File: config.mk
export PLATFORM = sky130hd
export DESIGN_NAME = ssr_ready_data_tx
export DESIGN_NICKNAME = d
export VERILOG_FILES = /design/src/rtl/ssr_pkg.sv /design/src/rtl/ssr_frame_timer.sv /design/src/rtl/ssr_sclk_fall.sv /design/src/rtl/ssr_out_shifter.sv /design/src/rtl/ssr_ready_data_tx.sv
export SDC_FILE = /design/constraint.sdc
export NUM_CORES = 1
export LEC_CHECK = 0
export BUFFER_PORTS_ARGS = -buffer_cell sky130_fd_sc_hd__buf_2
export CAP_MARGIN = 15
export CORE_MARGIN = 8
export CORE_UTILIZATION = 31
export CTS_BUF_LIST = sky130_fd_sc_hd__clkbuf_8
export CTS_CLUSTER_DIAMETER = 120
export DETAILED_ROUTE_END_ITERATION = 10
export PLACE_DENSITY = 0.6
export SLEW_MARGIN = 30
export SYNTH_ARGS = -nofsm -noshare
export SYNTH_HDL_FRONTEND = slang
export SYNTH_SLANG_ARGS = --single-unit
File: constraint.sdc
create_clock -name clk -period 3.5 [get_ports clk]
set_clock_uncertainty 0.05 [all_clocks]
set_input_delay 1.05 -clock clk [delete_from_list [all_inputs] [get_ports clk]]
set_output_delay 1.05 -clock clk [all_outputs]
set_load 0.05 [all_outputs]
File: src/rtl/ssr_pkg.sv
package ssr_pkg;

    // Default frame timing, in master clocks
    localparam int FRAME_CLKS_D = 384;
    localparam int READY_CLKS_D = 36;
    localparam int PULSE_CLKS_D = 6;
    localparam int WRITE_CLKS_D = 6;

    // Default data and start-up settings
    localparam int DATA_W_D     = 24;
    localparam int DISCARD_D    = 5;
    localparam int SYNC_D       = 2;

    // What the shared pin is doing at a given frame position
    typedef enum logic [1:0] {
        PH_HOLD,
        PH_LOW,
        PH_ANNOUNCE,
        PH_DATA
    } phase_e;

    // Per-cycle control decoded from the frame position
    typedef struct packed {
        phase_e phase;
        logic   wr_en;
        logic   last_pos;
    } frame_ctl_t;

    // Ready phase = hold (high) + low pulse + announce (high), then data
    function automatic phase_e phase_of(input int pos, input int ready, input int pulse);
        int hold;
        hold = ready - 2 * pulse;
        if (pos < hold)
            return PH_HOLD;
        else if (pos < hold + pulse)
            return PH_LOW;
        else if (pos < ready)
            return PH_ANNOUNCE;
        else
            return PH_DATA;
    endfunction

endpackage

File: src/rtl/ssr_frame_timer.sv
module ssr_frame_timer
    import ssr_pkg::*;
#(
    parameter int FRAME_CLKS = FRAME_CLKS_D,
    parameter int READY_CLKS = READY_CLKS_D,
    parameter int PULSE_CLKS = PULSE_CLKS_D,
    parameter int WRITE_CLKS = WRITE_CLKS_D,
    parameter int DISCARD    = DISCARD_D
) (
    input  logic                          clk,
    input  logic                          rst,
    output logic [$clog2(FRAME_CLKS)-1:0] pos,
    output frame_ctl_t                    ctl,
    output logic [$clog2(WRITE_CLKS)-1:0] wr_idx,
    output logic                          frame_valid
);

    localparam int CNT_W = $clog2(FRAME_CLKS);
    localparam int IDX_W = $clog2(DISCARD + 1);
    localparam int WI_W  = $clog2(WRITE_CLKS);
    localparam int HOLD  = READY_CLKS - 2 * PULSE_CLKS;
    localparam int WSTRT = HOLD - WRITE_CLKS;

    // Typed copies of the limits, so comparisons line up in width
    localparam logic [CNT_W-1:0] LAST_POS = CNT_W'(FRAME_CLKS - 1);
    localparam logic [CNT_W-1:0] W_LO     = CNT_W'(WSTRT);
    localparam logic [CNT_W-1:0] W_HI     = CNT_W'(HOLD - 1);
    localparam logic [IDX_W-1:0] DISC     = IDX_W'(DISCARD);

    logic [IDX_W-1:0] frame_idx;

    always_ff @(posedge clk) begin
        if (rst) begin
            pos       <= '0;
            frame_idx <= '0;
        end else if (pos == LAST_POS) begin
            pos <= '0;
            if (frame_idx != DISC)
                frame_idx <= frame_idx + 1'b1;
        end else begin
            pos <= pos + 1'b1;
        end
    end

    always_comb begin
        ctl.phase    = phase_of(int'(pos), READY_CLKS, PULSE_CLKS);
        ctl.wr_en    = (pos >= W_LO) && (pos <= W_HI);
        ctl.last_pos = (pos == LAST_POS);
    end

    assign wr_idx      = WI_W'(pos - W_LO);
    assign frame_valid = (frame_idx == DISC);

endmodule

File: src/rtl/ssr_sclk_fall.sv
module ssr_sclk_fall #(
    parameter int SYNC_STAGES = 2
) (
    input  logic clk,
    input  logic rst,
    input  logic sclk,
    output logic fall
);

    logic [SYNC_STAGES-1:0] sync_q;
    logic                   prev_q;

    // Synchronizer chain: stage 0 samples the raw serial clock
    generate
        for (genvar s = 0; s < SYNC_STAGES; s++) begin : g_stage
            if (s == 0) begin : g_first
                always_ff @(posedge clk) begin
                    if (rst) sync_q[0] <= 1'b0;
                    else     sync_q[0] <= sclk;
                end
            end else begin : g_next
                always_ff @(posedge clk) begin
                    if (rst) sync_q[s] <= 1'b0;
                    else     sync_q[s] <= sync_q[s-1];
                end
            end
        end
    endgenerate

    // One more register gives the previous synchronized value
    always_ff @(posedge clk) begin
        if (rst) prev_q <= 1'b0;
        else     prev_q <= sync_q[SYNC_STAGES-1];
    end

    assign fall = prev_q & ~sync_q[SYNC_STAGES-1];

endmodule

File: src/rtl/ssr_out_shifter.sv
module ssr_out_shifter #(
    parameter int DATA_W     = 24,
    parameter int WRITE_CLKS = 6
) (
    input  logic                          clk,
    input  logic                          rst,
    input  logic                          load,
    input  logic [DATA_W-1:0]             data,
    input  logic                          wr_en,
    input  logic [$clog2(WRITE_CLKS)-1:0] wr_idx,
    input  logic                          shift_en,
    output logic [DATA_W-1:0]             shreg
);

    localparam int CHUNK_W = DATA_W / WRITE_CLKS;
    localparam int WI_W    = $clog2(WRITE_CLKS);

    logic [DATA_W-1:0] pending;
    logic [DATA_W-1:0] shreg_nxt;

    // Copy one chunk per write clock (top chunk first), or shift in data mode
    always_comb begin
        shreg_nxt = shreg;
        if (wr_en) begin
            for (int k = 0; k < WRITE_CLKS; k++) begin
                if (wr_idx == WI_W'(k))
                    shreg_nxt[DATA_W-1-k*CHUNK_W -: CHUNK_W] =
                        pending[DATA_W-1-k*CHUNK_W -: CHUNK_W];
            end
        end else if (shift_en) begin
            shreg_nxt = {shreg[DATA_W-2:0], 1'b0};
        end
    end

    always_ff @(posedge clk) begin
        if (rst) begin
            pending <= '0;
            shreg   <= '0;
        end else begin
            if (load)
                pending <= data;
            shreg <= shreg_nxt;
        end
    end

endmodule

File: src/rtl/ssr_ready_data_tx.sv
module ssr_ready_data_tx
    import ssr_pkg::*;
#(
    parameter int FRAME_CLKS  = FRAME_CLKS_D,
    parameter int READY_CLKS  = READY_CLKS_D,
    parameter int PULSE_CLKS  = PULSE_CLKS_D,
    parameter int WRITE_CLKS  = WRITE_CLKS_D,
    parameter int DATA_W      = DATA_W_D,
    parameter int DISCARD     = DISCARD_D,
    parameter int SYNC_STAGES = SYNC_D
) (
    input  logic              clk,
    input  logic              rst,
    input  logic              res_load,
    input  logic [DATA_W-1:0] res_data,
    input  logic              sclk,
    output logic              dout_rdy,
    output logic              result_valid
);

    localparam int CNT_W = $clog2(FRAME_CLKS);
    localparam int WI_W  = $clog2(WRITE_CLKS);

    logic [CNT_W-1:0]  pos;
    frame_ctl_t        ctl;
    phase_e            phase;
    logic [WI_W-1:0]   wr_idx;
    logic              frame_valid;
    logic              sclk_fall;
    logic              shift_en;
    logic [DATA_W-1:0] shreg;

    ssr_frame_timer #(
        .FRAME_CLKS (FRAME_CLKS),
        .READY_CLKS (READY_CLKS),
        .PULSE_CLKS (PULSE_CLKS),
        .WRITE_CLKS (WRITE_CLKS),
        .DISCARD    (DISCARD)
    ) i_timer (
        .clk         (clk),
        .rst         (rst),
        .pos         (pos),
        .ctl         (ctl),
        .wr_idx      (wr_idx),
        .frame_valid (frame_valid)
    );

    ssr_sclk_fall #(
        .SYNC_STAGES (SYNC_STAGES)
    ) i_edge (
        .clk  (clk),
        .rst  (rst),
        .sclk (sclk),
        .fall (sclk_fall)
    );

    ssr_out_shifter #(
        .DATA_W     (DATA_W),
        .WRITE_CLKS (WRITE_CLKS)
    ) i_shift (
        .clk      (clk),
        .rst      (rst),
        .load     (res_load),
        .data     (res_data),
        .wr_en    (ctl.wr_en),
        .wr_idx   (wr_idx),
        .shift_en (shift_en),
        .shreg    (shreg)
    );

    assign phase    = ctl.phase;
    // Serial edges only move data while the pin is in data mode
    assign shift_en = (phase == PH_DATA) && sclk_fall;

    always_comb begin
        unique case (phase)
            PH_HOLD:     dout_rdy = 1'b1;
            PH_LOW:      dout_rdy = 1'b0;
            PH_ANNOUNCE: dout_rdy = 1'b1;
            default:     dout_rdy = shreg[DATA_W-1];
        endcase
    end

    assign result_valid = frame_valid;

endmodule

---- Yosys cells after proc, flatten, opt, wreduce, memory -nomap -nowiden ----
Cells that the tools add are included.
storage, ports and cells
  flip-flop bits (word level) ............. 63
  input bits .............................. 28
  output and inout port bits .............. 2
  logic and storage cells ................. 65
cells by class
  $add $sub $neg .......................... 3
  order comparisons ....................... 5
  equal/unequal tests ..................... 17
  mux-type cells .......................... 12
  bitwise gates (word level) .............. 2
  reductions and logical operators ........ 14
operators with widths
  operator                                                           count
  two-way mux 24 bit                                                 2
  two-way mux 4 bit                                                  6
  < comparator 9 x 5 -> 1 bit, second input constant                 2
  AND reduction 2 bit                                                7
  != test 2 bit, second input constant                               6
  adder 9 x 1 -> 9 bit, second input constant                        1
  == test 3 bit, second input constant                               3
  == test 9 bit, second input constant                               1
  greater-or-equal comparator 9 x 5 -> 1 bit, second input constant  1
  less-or-equal comparator 9 x 5 -> 1 bit, second input constant     1
  < comparator 9 x 6 -> 1 bit, second input constant                 1
  == test 3 x 2 -> 1 bit, second input constant                      2
  == test 2 bit, second input constant                               2
  two-way mux 2 bit                                                  2
  OR reduction 2 bit                                                 2
  adder 3 x 1 -> 3 bit, second input constant                        1
  == test 3 x 1 -> 1 bit, second input constant                      1
  zero test 3 bit                                                    1
  != test 3 bit, second input constant                               1
  subtractor 3 x 2 -> 3 bit, second input constant                   1
  == test 2 x 1 -> 1 bit, second input constant                      1
  logical AND 1 bit                                                  2
  zero test 2 bit                                                    1
  one-hot mux 1 bit (2 select lines)                                 1
  4 further kinds                                                    4

---- Longest topological paths before layout ----
Gate-level depths: netlist of the first run.
  depth after elaboration ................. 8
  gate-level depth with buffers ........... 7
  gate-level depth less buffers ........... 7

---- Hierarchy ----
A second synthesis of the first run with hierarchy kept.
second synthesis, totals
  cells, all modules ...................... 290
  area, all modules ....................... 2,962.8 um^2
modules (own cells, without submodules)
  module             times used  cells an instance  area an instance (um^2)  seq. area each (um^2)
  ssr_out_shifter    1           198                2,125.8                  960.9
  ssr_frame_timer    1           83                 732.0                    240.2
  ssr_sclk_fall      1           7                  87.6                     60.1
  ssr_ready_data_tx  1           2                  17.5                     0.0

---- Worst setup path before layout of the first run ----
Ideal clock, no wire load.
  path kind ............................... reg-to-output
  from .................................... register i_timer.pos[8]
  to ...................................... output dout_rdy
  arrival time ............................ 1.679 ns
  required time ........................... 2.400 ns
  setup slack ............................. 0.721 ns
  stages on the path, launching flop included .. 4
  cells stage by stage .................... dfxtp_1 -> nor4_4 -> a211oi_1 -> a21oi_1
between the ends
  longest elaborated chain between the ends .. 7
  elaborated cells on any way between the ends .. 11
  classes of those cells .................. order compare (3); eq/ne (2); mux (4); reduce/logical (2)
RTL lines
  item                                              line                     text
  start, declared                                   ssr_frame_timer.sv:12    output logic [$clog2(FRAME_CLKS)-1:0] pos,
  start signal, assigned                            ssr_frame_timer.sv:41    pos <= pos + 1'b1;
  < comparator 9 x 6 -> 1 bit                       ssr_pkg.sv:37            else if (pos < ready)
  two-way mux 1 bit                                 ssr_pkg.sv:37
  two-way mux 2 bit                                 ssr_pkg.sv:35            else if (pos < hold + pulse)
  two-way mux 2 bit (*)                             ssr_pkg.sv:33            if (pos < hold)
  == test 2 bit or zero test 2 bit (tied branches)  ssr_ready_data_tx.sv:76  unique case (phase)
  OR reduction 2 bit (no source line)               -
  one-hot mux 1 bit (2 select lines) (*)            ssr_ready_data_tx.sv:76
  end, declared                                     ssr_ready_data_tx.sv:17  output logic dout_rdy,
Every way passes the cells marked *; elsewhere a longest branch is shown, timed or not.

---- Final worst setup path of the first run ----
Same ends and word-level chain as after synthesis.

==> summary.md, run 1 <==
| Metric | Value |
|---|---|
| Status | finished clean |
| Cell family with most CP delay | simple AND/OR/NAND/NOR gates |
| Worst path cell trace | nor4_4 -> a211oi_1 -> a21oi_1 -> buf_2 |
| Total CTS buffers | 9 |
| Register area share after synthesis | 45.0% |
| Starting density of the core | 32.0% |
| Post-synth net total | 320 |
| CTS tree | built |
| Worst skew pair latency | 0.33 ns |
| Slew headroom | 48.7% |
| Aggregate routed wire length | 5520 um |
| Worst-path clk slew | 0.07 ns |
| Cell at the slowest stage of the critical path | nor4_4 |
| Pre-CTS WS | 0.918 ns |
| H-tree Lvls | 3 |
| VDD IR max | 0.202 mV |
| Final worst path period share | 83.9% |
| Cells after Synth | 284 |
| Pleak | 1.32 nW |
| Hold WC Path Type | reg -> reg |
| Final worst slack | 0.563 ns |
| GPL Wtd Cong | 0.813 |
| Fin area | 3250 sq um |
| Drt drc | 0 |
| Initial DRC count | 102 |
| Multi-input logic area | 1440 sq um |
| Final std cells w/o fill | 426 |
| Area Overhead vs Synth | 15.9% |
| Critical Path End Type | output pin |
| WP data arrival | 1.84 ns |
| Grt total ovfl | 0 |
| Final Hold Vio Count | 0 |
| P per Cell Area | 454 nW/um^2 |
| DP Area | 3050 sq um |
| Slew at the pin closest to its max-slew limit | 0.764 ns |
| Antenna cells | 0 |
| Avg Vias per Cell | 4.75 |
| Ys Warns | 0 |
| Max-cap viol count | 0 |
| Setup crit start kind | flop |
| First-pass GRT wire length | 9320 um |
| # rows | 34 |
| Fmax | 340 MHz |
| Final Max Slew Viols | 0 |
| Placed Cells incl. Taps | 411 |
| Layout Nets | 350 |
| Sequential cell area | 1260 sq um |
| CTS max path bufs | 2 |
| Clock Root Buffer | clkbuf_8 |
| DP HPWL | 3770 um |
| Global Route Usage Sum | 8.97% |
| Chip height | 111 um |
| CP max stage delay | 0.57 ns |
| Crit path time final | 2.94 ns |
| Clk sink count | 63 |
| Post-DRT Antenna Nets | 0 |
| Core Area | 8760 sq um |
| CTS Hold Bufs | 0 |
| Setup TNS | 0 ns |
| IO Pins | 30 |
| Vias in the first global route | 2007 |
| DR pass1 iterations | 4 |
| Most frequent cells in the layout | dfxtp_1 (63), mux2i_1 (48), nor2_1 (37), a21oi_1 (31), buf_2 (29) |
| Final setup fails | 0 |
| Fill cells | 896 |
| Largest net degree at the start of global routing | 35 |
| Most common cell after layout, fill and taps aside | dfxtp_1 |
| Worst Path Max Fanout | 8 |
| Die Footprint | 12300 sq um |
| Layout cells sized above 1 | 18.6% |
| Syn avg cell area | 9.87 sq um |
| Crit Path Category | reg -> out |
| Reg2reg setup slack | 1.06 ns |
| WP buf/inv | 1 |
| Die width | 111 um |
| Yosys cell types | 31 |
| Post_cts resized | 0 |
| Yosys reg bits | 63 |
| PortBufs | 29 |
| Wire length per cell | 13.0 um |
| Worst path required time | 2.40 ns |
| Final core occ | 37.1% |
| Area of the mapped netlist | 2800 sq um |
| Antenna violations before repair | 0 |
| RSZ-0062 raised after global routing | false |
| Post-CTS Setup Inserts | 0 |
| Vias | 2025 |
[layer usage]
metal	track usage (%)	wire length, um	vias to the layer above
met5	0	0	-
met1	11.4	2870	913
met3	2.65	157	9
met2	13.6	2400	31
li1	-	-	1072
met4	4.09	88	0
[final cells by class]
cell class	instances	area share (%)
Timing Repair Buffer	33	5.39
Tap cell	108	4.16
Multi-Input combinational cell	197	44.4
Inverter	10	1.16
Clock buffer	11	4.66
Clock inverter	4	1.42
Sequential cell	63	38.8
[through the flow]
stage                     hold slack (ns)  total power [mW]
after floorplan                     0.364             0.832
after global placement              0.368             0.862
after detailed placement            0.376             0.864
after CTS                           0.392              1.49
after global routing                0.408              1.54
final                               0.390              1.48
[registers in the layout, summed over array words and instances, names as in the netlist]
name / count
i_edge.sync_q: 2
i_shift.pending: 24
i_timer.pos: 9
i_edge.prev_q: 1
i_timer.frame_idx: 3
i_shift.shreg: 24
[cell families after synthesis]
family	synth area share, %
adder cells (fa/ha/maj)	3.57
flip-flops	45.0
AO/OA/AOI/OAI	16.2
AND/OR/NAND/NOR	12.5
multiplexers	17.1
buffers and inverters	3.75
XOR/XNOR	1.87
[cell usage after synthesis]
cell,count,share of area (%)
nor2b_1,5,1.1
a31o_2,1,0.31
and2_1,1,0.22
or4_1,1,0.27
clkbuf_1,12,1.6
inv_1,10,1.3
nor4_4,1,0.76
or2_1,1,0.22
a2111oi_1,1,0.36
a21oi_4,1,0.58
xnor2_1,2,0.62
nand2b_1,1,0.22
o31ai_1,24,6.4
nand2_1,5,0.67
or3_1,2,0.45
a2111oi_4,2,2.0
a211oi_1,2,0.54
nand4_1,5,1.1
nor2_1,37,5.0
a21oi_1,31,5.5
nand2_4,1,0.40
dfxtp_1,63,45
nor4_1,1,0.22
buf_6,2,0.80
nor3_1,2,0.36
nand3_1,2,0.36
ha_1,8,3.6
xor2_1,4,1.2
mux2i_1,48,17
o21ai_0,3,0.54
or2_2,5,1.1
[power breakdown]
part	leakage [nW]	internal [mW]	switching (mW)
combinational	0.701	0.0406	0.0540
clock	0.103	0.360	0.270
sequential	0.513	0.738	0.0136
[path summary, 6_finish.rpt]
| kind | endpoint | cells after the start | start |
|---|---|---|---|
| worst max-delay path | dout_rdy | 4 | i_timer.pos[8] |
| worst min-delay path | i_edge.sync_q[1] | 1 | i_edge.sync_q[0] |
| worst max register to register | i_shift.shreg[6] | 7 | i_timer.pos[0] |
| worst min register to register | i_edge.sync_q[1] | 1 | i_edge.sync_q[0] |
Note: power is estimated with default switching activity, not from simulation.
==> run 2: changes to the inputs <==
--- a/config.mk
+++ b/config.mk
@@ -12,7 +12,7 @@
 export CTS_BUF_LIST = sky130_fd_sc_hd__clkbuf_8
 export CTS_CLUSTER_DIAMETER = 120
 export DETAILED_ROUTE_END_ITERATION = 10
-export PLACE_DENSITY = 0.6
+export PLACE_DENSITY = 0.61
 export SLEW_MARGIN = 30
 export SYNTH_ARGS = -nofsm -noshare
 export SYNTH_HDL_FRONTEND = slang
==> constraint.sdc (replaced) <==
create_clock -name clk -period 2.7 [get_ports clk]
set_clock_uncertainty 0.05 [all_clocks]
set_input_delay 0.81 -clock clk [delete_from_list [all_inputs] [get_ports clk]]
set_output_delay 0.81 -clock clk [all_outputs]
set_load 0.05 [all_outputs]
==> run 2 against run 1 <==
First-iteration DRC count is 12% higher. Power is 21% higher. Sequential power is 30% higher. Sequential share of layout area is 0.23 points higher. Highest routed layer unchanged. Non-clock buffer count is 2 higher. Critical path depth stayed put. Critical endpoint unchanged. Sequential cell count stayed put. Cell count is 0.23% higher. Wire length is 1.4% higher. Utilization is 0.21 points lower. Count of clock-buffer cells in the layout stayed put.
==> summary.md, run 2 (synthesis gave the netlist of run 1 again) <==
| Metric | Value |
|---|---|
| CTS Hold Bufs | 0 (unchanged) |
| Post_cts resized | 0 (unchanged) |
| Grt total ovfl | 0 (unchanged) |
| Worst-path clk slew | 0.06 ns (was 0.07 ns) |
| WP data arrival | 1.63 ns (was 1.84 ns) |
| Clk sink count | 63 (unchanged) |
| WP buf/inv | 1 (unchanged) |
| Fmax | 402 MHz |
| Slew at the pin closest to its max-slew limit | 0.808 ns (was 0.764 ns) |
| Area Overhead vs Synth | 15.2% (was 15.9%) |
| Post-DRT Antenna Nets | 0 (unchanged) |
| Worst skew pair latency | 0.35 ns (was 0.33 ns) |
| Antenna cells | 0 (unchanged) |
| Setup crit start kind | flop (unchanged) |
| Layout Nets | 352 (was 350) |
| Final total power | 1.79 mW (was 1.48 mW) |
| Total CTS buffers | 9 (unchanged) |
| Final std cells w/o fill | 427 (was 426) |
| Layout cells sized above 1 | 18.5% (was 18.6%) |
| DP HPWL | 3900 um (was 3770 um) |
| Worst path cell trace | nor3_1 -> a211oi_1 -> a21oi_1 -> buf_2 (was nor4_4 -> a211oi_1 -> a21oi_1 -> buf_2) |
| Placed Cells incl. Taps | 413 (was 411) |
| CP max stage delay | 0.37 ns (was 0.57 ns) |
| Largest net degree at the start of global routing | 35 (unchanged) |
| Starting density of the core | 32.0% (unchanged) |
| Cell family with most CP delay | flip-flops (was simple AND/OR/NAND/NOR gates) |
| Cell at the slowest stage of the critical path | dfxtp_1 (was nor4_4) |
| Setup TNS | 0 ns (unchanged) |
| Final worst path period share | 92.2% |
| Pleak | 1.32 nW (about the same) |
| Crit path from | i_timer.pos[3] (was i_timer.pos[8]) |
| Chip height | 111 um (unchanged) |
| Fill cells | 916 (was 896) |
| Max-cap viol count | 0 (unchanged) |
| Die Footprint | 12300 sq um (unchanged) |
| IO Pins | 30 (unchanged) |
| Regs by FF count | i_shift.pending: 24 flops, i_shift.shreg: 24 flops, i_timer.pos: 9 flops (unchanged) |
| Die width | 111 um (unchanged) |
| Post-CTS Setup Inserts | 0 (unchanged) |
| Antenna violations before repair | 0 (unchanged) |
| Hold WC Path Type | reg -> reg (unchanged) |
| Avg Vias per Cell | 4.92 (was 4.75) |
| WHS | 0.388 ns (was 0.390 ns) |
| Most common cell after layout, fill and taps aside | dfxtp_1 (unchanged) |
| Core Area | 8760 sq um (unchanged) |
| Drt drc | 0 (unchanged) |
| Clock Root Buffer | clkbuf_8 (unchanged) |
| # rows | 34 (unchanged) |
| Critical Path End Type | output pin (unchanged) |
| First-pass GRT wire length | 9920 um (was 9320 um) |
| Worst Path Max Fanout | 7 (was 8) |
| Final Hold Vio Count | 0 (unchanged) |
| RSZ-0062 raised after global routing | false (unchanged) |
| VDD IR max | 0.235 mV (was 0.202 mV) |
| Global Route Usage Sum | 9.62% (was 8.97%) |
| Most frequent cells in the layout | dfxtp_1 (63), mux2i_1 (48), nor2_1 (37), a21oi_1 (31), buf_2 (29) (unchanged) |
| Slew headroom | 45.7% (was 48.7%) |
| PortBufs | 29 (unchanged) |
| Wire length per cell | 13.1 um (was 13.0 um) |
| Aggregate routed wire length | 5600 um (was 5520 um) |
| Worst path required time | 1.84 ns (was 2.40 ns) |
| Vias in the first global route | 2079 (was 2007) |
| Initial DRC count | 114 (was 102) |
| H-tree Lvls | 3 (unchanged) |
| Reg2reg setup slack | 0.45 ns (was 1.06 ns) |
| Crit path time final | 2.49 ns |
| Final core occ | 36.9% (was 37.1%) |
| Final setup fails | 0 (unchanged) |
| CTS tree | built (unchanged) |
| Vias | 2099 (was 2025) |
| P per Cell Area | 554 nW/um^2 (was 454 nW/um^2) |
| R2R Path Start | i_timer.pos[0] (unchanged) |
| CTS max path bufs | 2 (unchanged) |
| DR pass1 iterations | 4 (unchanged) |
| Hold path start | i_edge.sync_q[0] (unchanged) |
| Final Max Slew Viols | 0 (unchanged) |
| Crit Path Category | reg -> out (unchanged) |
| Status | finished clean (unchanged) |
| GPL Wtd Cong | 0.837 (was 0.813) |
## run 2: area by class of cell
type | count | area [sq um] | share of cell area [%]
timing repair buffer | 35 | 190 | 5.89
clock buffer | 11 | 151 | 4.69
inverter | 10 | 37.5 | 1.16
sequential | 63 | 1260 | 39.0
tap | 108 | 135 | 4.18
multi-input combinational | 197 | 1440 | 44.7
clock inverter | 3 | 12.5 | 0.387
## run 2: worst paths after layout
check | to | cells after the start
max | dout_rdy | 4
min | i_edge.sync_q[1] | 1
max reg2reg | i_shift.shreg[10] | 7
min reg2reg | i_edge.sync_q[1] | 1
## run 2: metrics by stage
step | instance area [sq um] | setup slack [ns]
3_5_place_dp | 3070 | 0.464
4_1_cts | 3230 | 0.183
5_1_grt | 3230 | 0.103
6_report | 3230 | 0.209
2_1_floorplan | 2800 | 0.161
3_3_place_gp | 3070 | 0.524
## run 2: metal layers
layer	routed length (um)	global-route usage, %	vias to the layer above
met5	0	0	-
met4	121	4.00	0
met3	295	4.44	12
met2	2400	14.0	37
met1	2780	11.9	974
li1	-	-	1076
## run 2: where the power goes
part,internal [mW],switching (mW)
Sequential,0.957,0.0183
Combinational,0.0526,0.0712
Clock,0.364,0.326
Total,1.37,0.416
==> run 3: changes to the inputs <==
--- a/config.mk
+++ b/config.mk
@@ -5,6 +5,7 @@
 export SDC_FILE = /design/constraint.sdc
 export NUM_CORES = 1
 export LEC_CHECK = 0
+export ABC_AREA = 1
 export BUFFER_PORTS_ARGS = -buffer_cell sky130_fd_sc_hd__buf_2
 export CAP_MARGIN = 15
 export CORE_MARGIN = 8
==> run 3 against run 2 <==
Wire length rose by 22%. Synthesized cell count grew 67%. Sequential power hardly changed. Combinational power decreased by 15%. Sequential cell count unchanged. Synthesized area increased by 11%. Design area up 9.1%. Worst setup slack gained 0.064 ns. Via count grew 35%. Largest power group unchanged.
==> summary.md, run 3 <==
| Metric | Value |
|---|---|
| Status | finished clean (unchanged) |
| Worst path cell trace | nor2_1 -> nand2_1 -> nor2_1 -> nor3_1 -> a21oi_1 -> o21ai_0 -> buf_2 (was nor3_1 -> a211oi_1 -> a21oi_1 -> buf_2) |
| Main synth FF type | dfxtp_1 (unchanged) |
| Worst-path clk slew | 0.06 ns (about the same) |
| Clk sink count | 63 (unchanged) |
| Slew headroom | 52.2% (was 45.7%) |
| Final Hold Vio Count | 0 (unchanged) |
| WHS | 0.359 ns (was 0.388 ns) |
| Largest net degree at the start of global routing | 52 (was 35) |
| Crit path time final | 2.43 ns (was 2.49 ns) |
| Synth top area cells | dfxtp_1 (41%), nor2_1 (14%), nand2_1 (12%), nand3_1 (8.0%), inv_1 (5.3%) (was dfxtp_1 (45%), mux2i_1 (17%), o31ai_1 (6.4%), a21oi_1 (5.5%), nor2_1 (5.0%)) |
| Largest area contributor in the netlist | dfxtp_1 (unchanged) |
| Ys Warns | 0 (unchanged) |
| P per Cell Area | 516 nW/um^2 (was 554 nW/um^2) |
| Worst Path Max Fanout | 5 (was 7) |
| Drt drc | 0 (unchanged) |
| Hold Path Depth | 2 (was 1) |
| Reg2reg setup slack | 0.56 ns (was 0.45 ns) |
| Max-cap viol count | 0 (unchanged) |
| Post_cts resized | 0 (unchanged) |
| Yosys reg bits | 63 (unchanged) |
| Post-synth EDFFs | 0 (unchanged) |
| Die width | 116 um (was 111 um) |
| Post-synth net total | 510 (was 320) |
| RSZ-0062 raised after global routing | false (unchanged) |
| Area Overhead vs Synth | 13.3% (was 15.2%) |
| Hold WC Path Type | reg -> reg (unchanged) |
| Final setup fails | 0 (unchanged) |
| Crit Path Category | reg -> out (unchanged) |
| DP HPWL | 4710 um (was 3900 um) |
| Setup crit start kind | flop (unchanged) |
| Core Area | 9770 sq um (was 8760 sq um) |
| # rows | 36 (was 34) |
| Cell at the slowest stage of the critical path | dfxtp_1 (unchanged) |
| CP max stage delay | 0.42 ns (was 0.37 ns) |
| Starting density of the core | 31.8% (was 32.0%) |
| Vias | 2830 (was 2099) |
| WHS Endpoint | i_edge.sync_q[1] (unchanged) |
| Vias in the first global route | 2779 (was 2079) |
| Antenna cells | 0 (unchanged) |
| Post-DRT Antenna Nets | 0 (unchanged) |
| R2R Path Start | i_timer.pos[0] (unchanged) |
| Syn avg cell area | 6.56 sq um (was 9.87 sq um) |
| Final worst path period share | 89.9% (was 92.2%) |
| CTS tree | built (unchanged) |
| Clock Root Buffer | clkbuf_8 (unchanged) |
| Initial DRC count | 140 (was 114) |
| Setup TNS | 0 ns (unchanged) |
| Register area share after synthesis | 40.5% (was 45.0%) |
| FF-to-FF path depth | 10 (was 7) |
| Share of the synthesized area in the top cell type | 40.5% (was 45.0%) |
| Cells after Synth | 474 (was 284) |
| Total CTS buffers | 9 (unchanged) |
| Antenna violations before repair | 0 (unchanged) |
| Avg Vias per Cell | 4.45 (was 4.92) |
| Most frequent cell after synthesis | nor2_1 (was dfxtp_1) |
| Post-CTS Setup Inserts | 0 (unchanged) |
| Critical Path End Type | output pin (unchanged) |
| Regs by FF count | i_shift.pending: 24 flops, i_shift.shreg: 24 flops, i_timer.pos: 9 flops (unchanged) |
| DR pass1 iterations | 4 (unchanged) |
| Most common cell after layout, fill and taps aside | nor2_1 (was dfxtp_1) |
| H-tree Lvls | 3 (unchanged) |
| Chip height | 116 um (was 111 um) |
| Yosys cell types | 24 (was 31) |
| Hold path start | i_edge.sync_q[0] (unchanged) |
| Critical R2R Capture | i_shift.shreg[6] (was i_shift.shreg[10]) |
| Most frequent cells in the layout | nor2_1 (118), nand2_1 (102), dfxtp_1 (63), nand3_1 (50), inv_1 (47) (was dfxtp_1 (63), mux2i_1 (48), nor2_1 (37), a21oi_1 (31), buf_2 (29)) |
| Final total power | 1.82 mW (was 1.79 mW) |
| PortBufs | 29 (unchanged) |
| GPL Wtd Cong | 0.835 (was 0.837) |
| Wire length per cell | 10.8 um (was 13.1 um) |
| Final Max Slew Viols | 0 (unchanged) |
| Global Route Usage Sum | 11.2% (was 9.62%) |
| Pleak | 1.79 nW (was 1.32 nW) |
| CP dominant cell by count | nor2_1 |
| IO Pins | 30 (unchanged) |
| Fmax | 412 MHz (was 402 MHz) |
| First-pass GRT wire length | 12200 um (was 9920 um) |
| Async SR Flop Fraction | 0% (unchanged) |
| Area of the mapped netlist | 3110 sq um (was 2800 sq um) |
| Grt total ovfl | 0 (unchanged) |
| Synth cell count leaders | nor2_1 (118), nand2_1 (102), dfxtp_1 (63), nand3_1 (50), inv_1 (44) (was dfxtp_1 (63), mux2i_1 (48), nor2_1 (37), a21oi_1 (31), o31ai_1 (24)) |
| Worst skew pair latency | 0.34 ns (was 0.35 ns) |
| CTS max path bufs | 2 (unchanged) |
| Die Footprint | 13500 sq um (was 12300 sq um) |
| VDD IR max | 0.220 mV (was 0.235 mV) |
| Aggregate routed wire length | 6840 um (was 5600 um) |
| CTS Hold Bufs | 0 (unchanged) |
| Layout Nets | 535 (was 352) |
| Worst path required time | 1.84 ns (about the same) |
| WP data arrival | 1.57 ns (was 1.63 ns) |
| Layout cells sized above 1 | 13.7% (was 18.5%) |
| Slew at the pin closest to its max-slew limit | 0.716 ns (was 0.808 ns) |
## run 3: cell types whose count changed after synthesis, moves of 6 or more
| cell | previous run | this run |
|---|---|---|
| a21oi_1 | 31 | 8 |
| buf_2 | 0 | 6 |
| inv_1 | 10 | 44 |
| inv_2 | 0 | 12 |
| mux2i_1 | 48 | 0 |
| nand2_1 | 5 | 102 |
| nand3_1 | 2 | 50 |
| nand3_2 | 0 | 6 |
| nor2_1 | 37 | 118 |
| o21ai_0 | 3 | 27 |
| o31ai_1 | 24 | 0 |
## run 3: power breakdown
| group | total [mW] | leakage, nW | switching, mW | internal [mW] |
|---|---|---|---|---|
| clock network | 0.735 | 0.102 | 0.341 | 0.394 |
| logic | 0.105 | 1.18 | 0.0638 | 0.0416 |
| registers | 0.978 | 0.515 | 0.0179 | 0.960 |
## run 3: cell type report
| class | count | area [sq um] |
|---|---|---|
| timing repair buffer | 34 | 183 |
| inverter | 57 | 214 |
| fill | 1070 | 6250 |
| clock inverter | 3 | 11.3 |
| clock buffer | 12 | 165 |
| sequential | 63 | 1260 |
| multi-input combinational | 334 | 1520 |
| tap | 133 | 166 |
## run 3: cells by family (layout without fill, tap and decap cells)
kind of cell             after synthesis  after routing  share of synthesized area [%]
adder cells (fa/ha/maj)                8              8                           3.22
XOR/XNOR                               3              3                          0.845
buffers and inverters                 77            106                           10.6
flip-flops                            63             63                           40.5
AND/OR/NAND/NOR                      284            284                           38.2
AO/OA/AOI/OAI                         39             39                           6.59
## run 3: how the worst max path moves through the flow
stage,from,end,cells past startpoint,slack (ns)
4_1_cts,i_timer.pos[6],dout_rdy,7,0.23
3_5_place_dp,i_timer.pos[0],i_shift.shreg[10],10,0.59
2_1_floorplan,i_timer.pos[6],dout_rdy,4,0.16
6_report,i_timer.pos[6],dout_rdy,7,0.27
5_1_grt,i_timer.pos[7],dout_rdy,7,0.11
3_3_place_gp,i_timer.pos[6],dout_rdy,7,0.61
## run 3: routing by layer
layer	vias up	part of all wire, %	GRT usage, %
met5	-	0	0
met4	0	2.1	6.22
met3	10	3.1	2.48
met2	44	46	18.5
met1	1268	48	13.3
li1	1508	-	-
## run 3: critical path, delay by kind of cell, from the launching register on
family          cells  cell delay [ns]
buf+inv             1             0.29
flops               1             0.42
compound gates      2             0.12
simple gates        4             0.41
## run 3: through the flow
stage	setup slack, ns	util (%)	area (sq um)	cells
6_report	0.273	36.1	3520	636
5_1_grt	0.112	36.1	3520	636
4_1_cts	0.229	36.1	3520	636
3_5_place_dp	0.590	34.3	3350	621
3_3_place_gp	0.608	34.3	3350	621
2_1_floorplan	0.163	-	3110	474
